[src/rtl/bcd_scan_pkg.sv]
package bcd_scan_pkg;
    localparam int DEF_DIGITS  = 5;
    localparam int DEF_BCD_W   = 4;
    localparam int DEF_WIN     = 200;
    localparam int DEF_STB_OFS = 100;

    typedef struct packed {
        logic armed;
    } strobe_st_t;
endpackage

[src/rtl/bcd_scan_timer.sv]
module bcd_scan_timer #(
    parameter int DIGITS  = bcd_scan_pkg::DEF_DIGITS,
    parameter int WIN     = bcd_scan_pkg::DEF_WIN,
    parameter int IDX_W   = $clog2(DIGITS),
    parameter int CNT_W   = $clog2(WIN + 2)
) (
    input  logic             clk,
    input  logic             rst_n,
    input  logic             start,
    output logic             active,
    output logic [IDX_W-1:0] idx,
    output logic [CNT_W-1:0] cnt
);
    localparam logic [IDX_W-1:0] MSD_IDX  = IDX_W'(DIGITS - 1);
    localparam logic [CNT_W-1:0] LAST_MSD = CNT_W'(WIN);
    localparam logic [CNT_W-1:0] LAST_STD = CNT_W'(WIN - 1);

    typedef struct packed {
        logic             active;
        logic [IDX_W-1:0] idx;
        logic [CNT_W-1:0] cnt;
    } tmr_t;

    tmr_t st_d, st_q;
    logic [CNT_W-1:0] last_d;

    always_comb begin
        st_d   = st_q;
        last_d = (st_q.idx == MSD_IDX) ? LAST_MSD : LAST_STD;
        if (start) begin
            st_d.active = 1'b1;
            st_d.idx    = MSD_IDX;
            st_d.cnt    = '0;
        end else if (st_q.active) begin
            if (st_q.cnt == last_d) begin
                st_d.cnt = '0;
                st_d.idx = (st_q.idx == '0) ? MSD_IDX : st_q.idx - 1'b1;
            end else begin
                st_d.cnt = st_q.cnt + 1'b1;
            end
        end
    end

    always_ff @(posedge clk or negedge rst_n) begin
        if (!rst_n) begin
            st_q <= '0;
        end else begin
            st_q <= st_d;
        end
    end

    assign active = st_q.active;
    assign idx    = st_q.idx;
    assign cnt    = st_q.cnt;

    // a window never runs past the long first-digit length
    a_r2_cnt_bound: assert property (@(posedge clk) disable iff (!rst_n)
        active |-> (cnt <= LAST_MSD));

    // an event always lands on the first cycle of the top digit
    a_r8_restart_msd: assert property (@(posedge clk) disable iff (!rst_n)
        start |=> (active && idx == MSD_IDX && cnt == '0));

    // the index stays within the digit range
    a_r3_idx_range: assert property (@(posedge clk) disable iff (!rst_n)
        active |-> (idx <= MSD_IDX));
endmodule

[src/rtl/bcd_strobe_gen.sv]
module bcd_strobe_gen #(
    parameter int STB_OFS = bcd_scan_pkg::DEF_STB_OFS,
    parameter int IDX_W   = 3,
    parameter int CNT_W   = 8
) (
    input  logic             clk,
    input  logic             rst_n,
    input  logic             start,
    input  logic             active,
    input  logic [IDX_W-1:0] idx,
    input  logic [CNT_W-1:0] cnt,
    output logic             strobe_n
);
    import bcd_scan_pkg::*;

    localparam logic [CNT_W-1:0] MID = CNT_W'(STB_OFS);

    strobe_st_t st_d, st_q;
    logic fire;
    logic last_digit;

    assign last_digit = (idx == '0);
    assign fire       = st_q.armed && active && (cnt == MID);

    always_comb begin
        st_d = st_q;
        if (start) begin
            st_d.armed = 1'b1;
        end else if (fire && last_digit) begin
            st_d.armed = 1'b0;
        end
    end

    always_ff @(posedge clk or negedge rst_n) begin
        if (!rst_n) begin
            st_q <= '0;
        end else begin
            st_q <= st_d;
        end
    end

    // Low only in the second half of the firing cycle
    assign strobe_n = ~(fire & ~clk);

    // a strobe occupies a single count
    a_r6_single_cycle: assert property (@(posedge clk) disable iff (!rst_n)
        fire |=> !fire);

    // the burst closes after the least significant digit
    a_r7_burst_close: assert property (@(posedge clk) disable iff (!rst_n)
        (fire && last_digit && !start) |=> !st_q.armed);
endmodule

[src/rtl/bcd_digit_mux.sv]
module bcd_digit_mux #(
    parameter int DIGITS = bcd_scan_pkg::DEF_DIGITS,
    parameter int BCD_W  = bcd_scan_pkg::DEF_BCD_W,
    parameter int IDX_W  = $clog2(DIGITS)
) (
    input  logic [DIGITS*BCD_W-1:0] digits,
    input  logic                    active,
    input  logic [IDX_W-1:0]        idx,
    output logic [DIGITS-1:0]       digit_en,
    output logic [BCD_W-1:0]        bcd
);
    logic [BCD_W-1:0] slice [DIGITS];
    logic [DIGITS-1:0] hit;

    for (genvar g = 0; g < DIGITS; g++) begin : g_dig
        assign slice[g] = digits[g*BCD_W +: BCD_W];
        assign hit[g]   = active && (idx == IDX_W'(g));
    end

    always_comb begin
        bcd = '0;
        for (int i = 0; i < DIGITS; i++) begin
            if (hit[i]) begin
                bcd = slice[i];
            end
        end
    end

    assign digit_en = hit;
endmodule

[src/rtl/bcd_digit_scanner.sv]
module bcd_digit_scanner #(
    parameter int DIGITS  = bcd_scan_pkg::DEF_DIGITS,
    parameter int BCD_W   = bcd_scan_pkg::DEF_BCD_W,
    parameter int WIN     = bcd_scan_pkg::DEF_WIN,
    parameter int STB_OFS = bcd_scan_pkg::DEF_STB_OFS
) (
    input  logic                    clk,
    input  logic                    rst_n,
    input  logic                    meas_done,
    input  logic [DIGITS*BCD_W-1:0] digits,
    input  logic                    overrange,
    output logic [DIGITS-1:0]       digit_en,
    output logic [BCD_W-1:0]        bcd,
    output logic                    strobe_n
);
    localparam int IDX_W = $clog2(DIGITS);
    localparam int CNT_W = $clog2(WIN + 2);

    logic             active;
    logic [IDX_W-1:0] idx;
    logic [CNT_W-1:0] cnt;

    bcd_scan_timer #(
        .DIGITS(DIGITS), .WIN(WIN), .IDX_W(IDX_W), .CNT_W(CNT_W)
    ) u_timer (
        .clk(clk), .rst_n(rst_n), .start(meas_done),
        .active(active), .idx(idx), .cnt(cnt)
    );

    bcd_strobe_gen #(
        .STB_OFS(STB_OFS), .IDX_W(IDX_W), .CNT_W(CNT_W)
    ) u_strobe (
        .clk(clk), .rst_n(rst_n), .start(meas_done),
        .active(active), .idx(idx), .cnt(cnt), .strobe_n(strobe_n)
    );

    bcd_digit_mux #(
        .DIGITS(DIGITS), .BCD_W(BCD_W), .IDX_W(IDX_W)
    ) u_mux (
        .digits(digits), .active(active), .idx(idx),
        .digit_en(digit_en), .bcd(bcd)
    );

    // never more than one drive
    a_r4_onehot0: assert property (@(posedge clk) disable iff (!rst_n)
        $onehot0(digit_en));

    // once started, a drive is always on
    a_r4_always_one: assert property (@(posedge clk) disable iff (!rst_n)
        active |-> $onehot(digit_en));

    // an overrange reading still starts the scan at the top digit
    a_r9_overrange_scan: assert property (@(posedge clk) disable iff (!rst_n)
        (meas_done && overrange) |=> digit_en[DIGITS-1]);
endmodule

[config.mk]
export PLATFORM = sky130hd
export DESIGN_NAME = bcd_digit_scanner
export DESIGN_NICKNAME = d
export VERILOG_FILES = /design/src/rtl/bcd_scan_pkg.sv /design/src/rtl/bcd_scan_timer.sv /design/src/rtl/bcd_strobe_gen.sv /design/src/rtl/bcd_digit_mux.sv /design/src/rtl/bcd_digit_scanner.sv
export SDC_FILE = /design/constraint.sdc
export NUM_CORES = 1
export LEC_CHECK = 0
export BUFFER_PORTS_ARGS = -buffer_cell sky130_fd_sc_hd__buf_2
export CORE_UTILIZATION = 49
export DETAILED_ROUTE_END_ITERATION = 8
export PLACE_DENSITY = 0.79
export RECOVER_POWER = 100
export SLEW_MARGIN = 15
export SYNTH_ARGS = -nofsm -noshare
export SYNTH_HDL_FRONTEND = slang
export SYNTH_SLANG_ARGS = --single-unit
export TNS_END_PERCENT = 10
[constraint.sdc]
create_clock -name clk -period 2 [get_ports clk]
set_input_delay 0.2 -clock clk [delete_from_list [all_inputs] [get_ports clk]]
set_output_delay 0.2 -clock clk [all_outputs]
set_load 0.005 [all_outputs]
==> results.md, run 1 <==
- Status: finished, violations left
- Failing checks: negative setup slack
- Worst hold start: meas_done
- Post-synth EDFFs: 0
- Wire length on met3: 184 um
- WL final: 2587 um
- VDD IR max: 487.7 uV
- Number of global-route vias before repair: 882
- Min Tclk post-route: 2009 ps
- Power per cell area: 466.1 mW/mm2
- Slew @ Worst Pin: 724.2 ps
- Hold Fails Final Rpt: 0
- Hold EP: u_timer.idx[1]
- Vias: 989
- Max-cap viol count: 0
- Grt total ovfl: 0
- Antenna violations before repair: 0
- Ant. Diodes: 0
- Dominant cell type by area after synthesis: dfrtp_1
- R2R cell count: 5
- Chip height: 46.31 um
- Vias per std cell: 5.784
- Hold WS: 147.2 ps
- Final Cell Area: 0.001314 mm2
- Worst reg2reg path endpoint: u_timer.cnt[2]
- Req. time, crit path: 1800 ps
- First-pass GRT wire length: 3788 um
- Seq/Total Area, Yosys: 0.3381
- Synth top area share: 0.3381
- Drt drc: 0
- Syn Area/Cell: 9.526 um2
- Final setup viols: 2
- Total negative slack: -9.338 ps
- Period Utilization, post-route: 1.005
- Min setup slack post-route: -9.338 ps
- Crit path arrival time: 1810 ps
- Crit Path Class: reg2out
- Nets: 173
- Routability Congestion: 0.8011
- RSZ-0062 raised after global routing: yes
- Top-count cell post-synth: dfrtp_1
- Max-slew violations: 0
- Site Rows: 15
- Fmax achieved: 0.4977 GHz
- Gr usage total: 0.2715
- Synth Area in XOR/XNOR: 0.03641
- Initial cell density of the core: 0.5396
- CP endpoint kind: output pin
- CTS tree: yes
- Met2 Wirelength: 1254 um
- Syn Std Cell Area: 962.2 um2
- Cells after Synth: 101
- Syn nets: 127
- Largest family of logic cells by synthesized area: simple AND/OR/NAND/NOR gates
- Die width: 46.31 um
- Worst Path Max Fanout: 2
- Placed insts: 158
- Post-DP HPWL: 1648 um
- Worst Skew: 11.33 ps
- Port Buffers: 32
- Die area: 0.002145 mm2
- Startpoint types: flop
- Drt initial violations: 33
- Hold Path Stages: 2
- Synth cell types: 36
- Drt first pass iters: 4
- DR top layer: met4
- Leakage power total: 0.5488 nW
- Post-synthesis simple-gate area fraction: 0.3043
- Max_slew headroom: 0.5172
- Synth Flop Type: dfrtp_1
- Area Overhead vs Synth: 36.54%
- Layout cells sized above 1: 0.4315
- Latest clock arrival within the worst-skew pair: 410 ps
- Total power: 612.3 uW
- Adder-cell share of the synthesized area: 0.02601
- Antenna Violating Nets Remaining: 0
- Ys Warns: 0
- Type of the most critical hold path: in2reg
- Finished Core Util: 0.7368
- Async set-or-reset flop fraction in the synthesized netlist: 1.000
- Wirelength per Cell: 15.13 um
- Commonest cells in the netlist: dfrtp_1, nor2_1, inv_1, nand2_1, nor3_1
- Non-Filler Instances: 171
- Core Region: 0.001783 mm2
- R2R Setup Slk: 90 ps
- I/O pin total: 34
- Largest net degree at the start of global routing: 17
- Post-DP Area: 0.001167 mm2
- Mux cell area share after synthesis: 0.1248
- Synthesized flop and latch total: 13
- Filler Cells Inserted: 128
- Routed metal-1 wire length: 1063 um
- Synth Area in Compound Gates: 0.1300
- Place WS: 165.5 ps
- FF-to-FF Start: u_timer.idx[0]
- Ranking of synthesized cells by area: dfrtp_1, mux4_2, xor2_1, mux2i_1, nor3_1
- CTS clock-pin slew for the worst setup and hold paths: 90 ps
[critical path, cell delays in order (launching register included)]
cell      delay (ps)
dfrtp_1          400
nand2b_4         150
or2_4            230
or4_4            490
buf_6            130
[where the power goes]
part	internal [mW]	leakage, nW	switching [mW]
logic	0.0448	0.354	0.0405
registers	0.268	0.160	0.00756
clock network	0.142	0.0347	0.109
[kinds of logic after synthesis]
kind of cell / after synthesis
simple gates: 48
compound gates: 17
flops: 13
buf+inv: 10
mux: 7
xor+xnor: 4
fa+ha+maj: 2
[flip-flops by register name (all words and copies together) (netlist names)]
| name | count |
|---|---|
| u_strobe.st_q | 1 |
| u_timer.active | 1 |
| u_timer.cnt | 8 |
| u_timer.idx | 3 |
[what timing repair did]
| item | CTS | global route |
|---|---|---|
| pin swaps | 2 | 2 |
| hold buffers | 1 | 0 |
| hold endpoints to repair | 13 | 0 |
| resized for setup | 7 | 10 |
| setup buffers | 3 | 3 |
| endpoints found under the setup margin | 6 | 7 |
[per-layer routing]
metal  track usage  up-vias
met1        0.3151      457
met3       0.08235       10
met2        0.4083       54
met5             0        -
li1              -      468
met4        0.2176        0
[cell usage in the layout, fill, tap and decap left out, types with 2 or more instances in the layout]
master,instances
nor2b_1,4
dfrtp_2,2
or2_2,2
xor2_1,4
o21a_1,2
o31ai_1,2
or4_1,2
inv_2,2
nor3_1,6
nor2_1,8
inv_1,4
nand2_1,6
buf_6,2
clkbuf_4,4
dfrtp_1,11
o2111ai_1,2
buf_2,26
nand2b_1,2
clkbuf_1,8
mux2i_1,2
o32ai_1,2
mux4_2,4
a22oi_2,3
nand3_1,4
buf_4,7
a21oi_1,2
[how the worst max path moves through the flow]
stage | from | endpoint | slack, ps | depth (start not counted)
after floorplan | clk | strobe_n | 270 | 1
after global placement | clk | strobe_n | 180 | 2
after detailed placement | u_timer.idx[0] | u_timer.cnt[2] | 170 | 4
after CTS | clk | strobe_n | -40 | 4
after global routing | u_timer.cnt[3] | strobe_n | -50 | 4
final | u_timer.cnt[3] | strobe_n | -9 | 4
[area by class of cell]
| type | count | area (um2) | area share |
|---|---|---|---|
| clock buffer | 7 | 58.81 | 0.04476 |
| timing repair buffer | 42 | 230.2 | 0.1752 |
| tap | 25 | 31.28 | 0.02381 |
| multi-input combinational | 78 | 643.1 | 0.4895 |
| inverter | 6 | 22.52 | 0.01714 |
| sequential | 13 | 327.8 | 0.2495 |
Power figures use the tool's default switching activity.
==> inputs of run 2 (changes only) <==
- CORE_UTILIZATION: 49 -> 48
- PLACE_DENSITY: 0.79 -> 0.78
- SYNTH_HIERARCHICAL: default -> 1
==> results.md, run 2 <==
- Ant. Diodes: 0 (unchanged)
- Ys Warns: 6 (+6)
- Commonest non-fill, non-tap cells in the layout: buf_2, dfrtp_1, nor2_1
- Max-slew violations: 0 (unchanged)
- Met1 Usage GRT: 0.2000 (-0.1151)
- CP endpoint kind: output pin
- Async set-or-reset flop fraction in the synthesized netlist: 1.000 (unchanged)
- Cells after Synth: 99 (-2.0%)
- Synth Area in Compound Gates: 0.1711 (+0.04101)
- Drt first pass iters: 4 (unchanged)
- I/O pin total: 34 (unchanged)
- Nets: 171 (-1.2%)
- Max-cap viol count: 0 (unchanged)
- Commonest non-fill, non-tap cell in the layout: buf_2
- Type of the most critical hold path: in2reg
- Non-Filler Instances: 170 (-0.58%)
- Hold Fails Final Rpt: 0 (unchanged)
- Routability Congestion: 0.8432 (+5.3%)
- Initial cell density of the core: 0.5333 (-0.006316)
- Synth cell types: 40 (+11%)
- Core Region: 0.001783 mm2 (unchanged)
- Drt drc: 0 (unchanged)
- CTS clock-pin slew for the worst setup and hold paths: 90 ps (about the same)
- Met3 capacity usage during global routing: 0.04706 (-0.03529)
- Largest reg by FF count: u_timer/cnt
- Syn Area/Cell: 9.605 um2 (+0.83%)
- Layout cells sized above 1: 0.3793 (-0.05220)
- Wirelength per Cell: 13.64 um (-9.8%)
- CTS tree: yes
- Slew @ Worst Pin: 710.7 ps (-13.57 ps)
- Leakage power total: 0.5461 nW (-0.48%)
- Max_slew headroom: 0.5262 (+0.009047)
- Crit path arrival time: 1710 ps (-100 ps)
- Worst Skew: 5.588 ps (-5.737 ps)
- Max reg flops: 8 (unchanged)
- Port Buffers: 32 (unchanged)
- Synth top area share: 0.3421 (+0.004004)
- Syn nets: 124 (-2.4%)
- Adder-cell share of the synthesized area: 0.01316 (-0.01285)
- Site Rows: 15 (unchanged)
- Seq/Total Area, Yosys: 0.3421 (+0.004004)
- VDD IR max: 621.7 uV (+27%)
- Antenna violations before repair: 0 (unchanged)
- Area Overhead vs Synth: 31.58%
- Die area: 0.002163 mm2 (+0.87%)
- Final setup viols: 0 (-2)
- Ranking of synthesized cells by area: dfrtp_1, mux2i_1, nor4bb_4, o211ai_2, nor2_1
- Power per cell area: 482.8 mW/mm2 (+3.6%)
- Chip height: 46.51 um (+0.43%)
- Post-DP HPWL: 1642 um (-0.41%)
- Dominant cell type by area after synthesis: dfrtp_1
- Synth Area in XOR/XNOR: 0.05526 (+0.01885)
- Startpoint types: flop
- Largest family of logic cells by synthesized area: simple AND/OR/NAND/NOR gates
- Filler Cells Inserted: 140 (+9.4%)
- Drt initial violations: 25 (-24%)
- Syn Std Cell Area: 950.9 um2 (-1.2%)
- Antenna Violating Nets Remaining: 0 (unchanged)
- Gr usage total: 0.2154 (-0.05608)
- Biggest registers after layout: u_timer/cnt: 8 flops, u_timer/idx: 3 flops
- Busiest grt layer: met2
- Commonest cells in the netlist: dfrtp_1, nor2_1, nand2_1
- Fmax achieved: 0.5232 GHz (+5.1%)
- Worst Path Max Fanout: 7 (+5)
- Synthesized flop and latch total: 13 (unchanged)
- Grt total ovfl: 0 (unchanged)
- Post-synth EDFFs: 0 (unchanged)
- GR met2 Demand/Resource: 0.4028 (-0.005556)
- Crit Path Class: reg2out
- Vias: 940 (-5.0%)
- Area occupied by multi-input gates: 603.1 um2 (-6.2%)
- Largest net degree at the start of global routing: 15 (-2)
- Period Utilization, post-route: 0.9557 (-0.04900)
- Placed insts: 160 (+1.3%)
- Synth Flop Type: dfrtp_1
- Total negative slack: 0 ps (+9.338 ps)
- Min Tclk post-route: 1911 ps (-97.99 ps)
- Top-count cell post-synth: dfrtp_1
- Final Cell Area: 0.001251 mm2 (-4.8%)
- Die width: 46.51 um (+0.43%)
- Req. time, crit path: 1800 ps (about the same)
- Status: finished, final reports clean
- Mux cell area share after synthesis: 0.06842 (-0.05642)
- Number of global-route vias before repair: 828 (-6.1%)
- Vias per std cell: 5.529 (-4.4%)
- Post-synthesis simple-gate area fraction: 0.3171 (+0.01281)
- Register Area: 326.6 um2 (-0.38%)
- Post-DP Area: 0.001175 mm2 (+0.64%)
- Latest clock arrival within the worst-skew pair: 380 ps (-30 ps)
- WL final: 2319 um (-10%)
- First-pass GRT wire length: 3132 um (-17%)
- RSZ-0062 raised after global routing: no
==> run 2: changes by cell type in the layout (fill, tap and decap cells not counted), sizes merged, moves of 3 or more <==
| cell | previous run | this run |
|---|---|---|
| nor3 | 6 | 2 |
| mux4 | 4 | 0 |
| o21ai | 1 | 5 |
| nor2 | 8 | 11 |
| nor4bb | 0 | 3 |
| inv | 6 | 3 |
| nor2b | 4 | 1 |
| o211ai | 0 | 5 |
| nand2 | 6 | 9 |
==> run 2: stage by stage <==
stage	total power, mW	worst slack [ps]	utilization	hold slack (ps)
6_report	0.6041	88.65	0.7018	93.70
5_1_grt	0.6364	17.09	0.7018	92.01
4_1_cts	0.6128	7.869	0.6940	79.49
3_5_place_dp	0.3581	163.5	0.6589	101.6
3_3_place_gp	0.3554	196.8	0.6589	99.61
2_1_floorplan	0.3123	130.8	-	-95.59
==> run 2: what timing repair did <==
action | in CTS | in global routing
hold buffers | 1 | 0
setup endpoints to repair | 4 | 4
pin swaps | 0 | 2
setup buffers | 0 | 2
endpoints found under the hold margin | 13 | 0
resized for setup | 2 | 4
==> run 2: cell type report <==
cell class / count / area share
Sequential cell: 13 / 0.2610
Multi-Input combinational cell: 80 / 0.4820
Clock buffer: 8 / 0.04300
Inverter: 3 / 0.009000
Timing Repair Buffer: 41 / 0.1800
Tap cell: 25 / 0.02500
==> run 2: path summary, 6_finish.rpt <==
path / startpoint / end / slack (ps) / cells after the start
max reg2reg: u_timer/idx[1] / u_timer/idx[0] / 90 / 4
max in group asynchronous: rst_n / u_timer/active / 1130 / 2
max: u_timer/idx[1] / bcd[2] / 90 / 4
min reg2reg: u_strobe/st_q / u_strobe/st_q / 570 / 2
min in group asynchronous: rst_n / u_timer/idx[1] / 370 / 2
min: meas_done / u_timer/cnt[0] / 90 / 2
==> run 2: per-layer routing <==
metal	vias up	part of all wire
li1	461	-
met3	3	0.057
met4	0	0.013
met5	-	0
met1	442	0.43
met2	34	0.50
==> run 2: worst max-delay path, stage by stage, from the launching register on <==
cell and delay [ps]:
dfrtp_1 390, buf_4 170, or3b_4 450, o211ai_2 190
clkbuf_1 130
==> run 2: report_power, final <==
part	switching (mW)	internal, mW
clock network	0.106	0.149
registers	0.00424	0.268
logic	0.0381	0.0394
total	0.148	0.456
==> run 2: kinds of logic after synthesis <==
logic type	after synthesis
muxes	6
DFF	13
and+or+nand+nor	45
xor gates and xnor gates	6
AOI/OAI and AO/OA	22
adders and majority gates	1
buffers and inverters	6
==> inputs of run 3 (changes only) <==
- CORE_UTILIZATION: 48 -> 25
- PLACE_DENSITY: 0.78 -> default
==> results.md, run 3 (same netlist as run 2, synthesis figures left out) <==
- Die width: 63.68 um (+37%)
- Startpoint types: flop
- Worst Path Max Fanout: 13 (+6)
- Number of global-route vias before repair: 968 (+17%)
- Layout cells sized above 1: 0.3699 (-0.009447)
- Hold Path Stages: 2 (unchanged)
- Status: finished, final reports clean
- Antenna violations before repair: 0 (unchanged)
- Crit-path cells: buf_4, nor4bb_1, buf_4, a22oi_1, o211ai_2, clkbuf_1
- Drt first pass iters: 4 (unchanged)
- R2R Setup Slk: 130 ps (+40 ps)
- Wire length on met3: 180 um (+36%)
- Nets: 172 (+0.58%)
- CTS tree: yes
- Worst reg2reg path endpoint: u_timer/idx[0]
- Core Region: 0.003661 mm2 (+110%)
- Vias per std cell: 4.918 (-11%)
- CTS clock-pin slew for the worst setup and hold paths: 50 ps (-40 ps)
- Largest net degree at the start of global routing: 15 (unchanged)
- Crit path launch: u_timer/idx[0]
- Clock power frac: 0.526 (+0.104)
- Final setup viols: 0 (unchanged)
- Place WS: 210.1 ps (+46.56 ps)
- Max-slew violations: 0 (unchanged)
- Ant. Diodes: 0 (unchanged)
- Period Utilization, post-route: 0.9509 (-0.004793)
- Power Internal: 580.4 uW (+27%)
- Biggest registers after layout: u_timer/cnt: 8 flops, u_timer/idx: 3 flops
- RSZ-0062 raised after global routing: no
- Worst hold start: meas_done
- Non-Filler Instances: 194 (+14%)
- Sw Share: 0.2129 (-0.03225)
- Leakage power total: 0.5587 nW (+2.3%)
- Wirelength per Cell: 12.65 um (-7.3%)
- Slew @ Worst Pin: 718.3 ps (+7.638 ps)
- Grt total ovfl: 0 (unchanged)
- Routability Congestion: 0.8251 (-2.1%)
- Min Tclk post-route: 1902 ps (-9.586 ps)
- DR top layer: met3
- Worst Skew: 1.350 ps (-4.239 ps)
- Hold EP: u_timer/idx[0]
- I/O pin total: 34 (unchanged)
- Total negative slack: 0 ps (unchanged)
- R2R cell count: 4 (unchanged)
- Req. time, crit path: 1800 ps (about the same)
- Drt drc: 0 (unchanged)
- Top cell by count, worst path: buf_4
- Crit-path max cell delay: 370 ps (-80 ps)
- First-pass GRT wire length: 4140 um (+32%)
- Gr usage total: 0.1365 (-0.07887)
- Port Buffers: 32 (unchanged)
- Post-DP HPWL: 1829 um (+11%)
- Antenna Violating Nets Remaining: 0 (unchanged)
- Vias: 954 (+1.5%)
- Met2 Wirelength: 1243 um (+7.9%)
- Finished Core Util: 0.3554 (-0.3463)
- Slowest-stage cell, CP: dfrtp_1
- Power per cell area: 566.8 mW/mm2 (+17%)
- Fmax achieved: 0.5258 GHz (+0.50%)
- Chip height: 63.68 um (+37%)
- Max_slew headroom: 0.5211 (-0.005092)
- Largest reg by FF count: u_timer/cnt
- Min setup slack post-route: 98.24 ps (+9.586 ps)
- Initial cell density of the core: 0.2597 (-0.2736)
- Sequential Power Share: 0.369 (-0.081)
- Latest clock arrival within the worst-skew pair: 340 ps (-40 ps)
- Site Rows: 22 (+7)
- Die area: 0.004055 mm2 (+87%)
- Crit path arrival time: 1700 ps (about the same)
- Max reg flops: 8 (unchanged)
- NetSw: 157.0 uW (+6.0%)
- Placed insts: 184 (+15%)
- CP endpoint kind: output pin
- Max-cap viol count: 0 (unchanged)
- WL final: 2454 um (+5.8%)
- Drt initial violations: 12 (-52%)
- Commonest non-fill, non-tap cells in the layout: buf_2, dfrtp_1, nor2_1
- Routed metal-1 wire length: 1031 um (+2.8%)
- VDD IR max: 376.5 uV (-39%)
- Commonest non-fill, non-tap cell in the layout: buf_2
- Hold Fails Final Rpt: 0 (unchanged)
- Type of the most critical hold path: in2reg
- FF-to-FF Start: u_timer/cnt[3]
- Crit Path Class: reg2out
- Combinational Power Share: 0.105 (-0.023)
- Area Overhead vs Synth: 36.84%
run 3: metal layers:
metal | vias to the layer above | global-route usage
met5 | - | 0
met4 | 0 | 0.09091
met3 | 0 | 0.05797
met2 | 36 | 0.2274
met1 | 455 | 0.1375
li1 | 463 | -
run 3: critical path, delay by kind of cell, from the launching register on:
family | cells | cell delay, ps
AOI/OAI and AO/OA | 2 | 180
and+or+nand+nor | 1 | 280
buffers and inverters | 3 | 530
DFF | 1 | 370
run 3: how the worst max path moves through the flow:
stage	to	slack, ps
floorplan	u_timer/idx[0]	130
global placement	u_timer/idx[0]	230
detailed placement	u_timer/idx[0]	210
CTS	bcd[0]	30
global route	bcd[0]	10
finish	bcd[0]	100
run 3: cell type report:
type,count,area (um2)
Inverter,3,11.26
Timing Repair Buffer,42,230.2
Clock buffer,8,90.09
Fill cell,377,2360
Sequential cell,13,326.6
Multi-Input combinational cell,80,583.1
Tap cell,48,60.06
run 3: power by group through the flow:
stage	Clock (mW)	Sequential, mW	Combinational [mW]
CTS	0.407	0.273	0.0785
detailed placement	0.00603	0.277	0.0765
floorplan	0.00603	0.280	0.0265
global route	0.421	0.273	0.0866
global placement	0.00603	0.277	0.0744
finish	0.388	0.272	0.0773
run 3: what timing repair did:
| action | 4_1_cts | 5_1_grt |
|---|---|---|
| hold buffers | 1 | 0 |
| pin swaps | 0 | 2 |
| hold endpoints to repair | 13 | 0 |
| buffers inserted | 0 | 2 |
| resized for setup | 1 | 3 |
| setup endpoints to repair | 1 | 4 |
run 3: metrics by stage:
| stage | power (mW) | hold WS (ps) | cell area, um2 |
|---|---|---|---|
| final | 0.7375 | 138.3 | 1301 |
| after global routing | 0.7801 | 151.4 | 1301 |
| after CTS | 0.7581 | 129.8 | 1309 |
| after detailed placement | 0.3597 | 105.0 | 1211 |
| after global placement | 0.3569 | 97.59 | 1211 |
| after floorplan | 0.3123 | -95.59 | 950.9 |
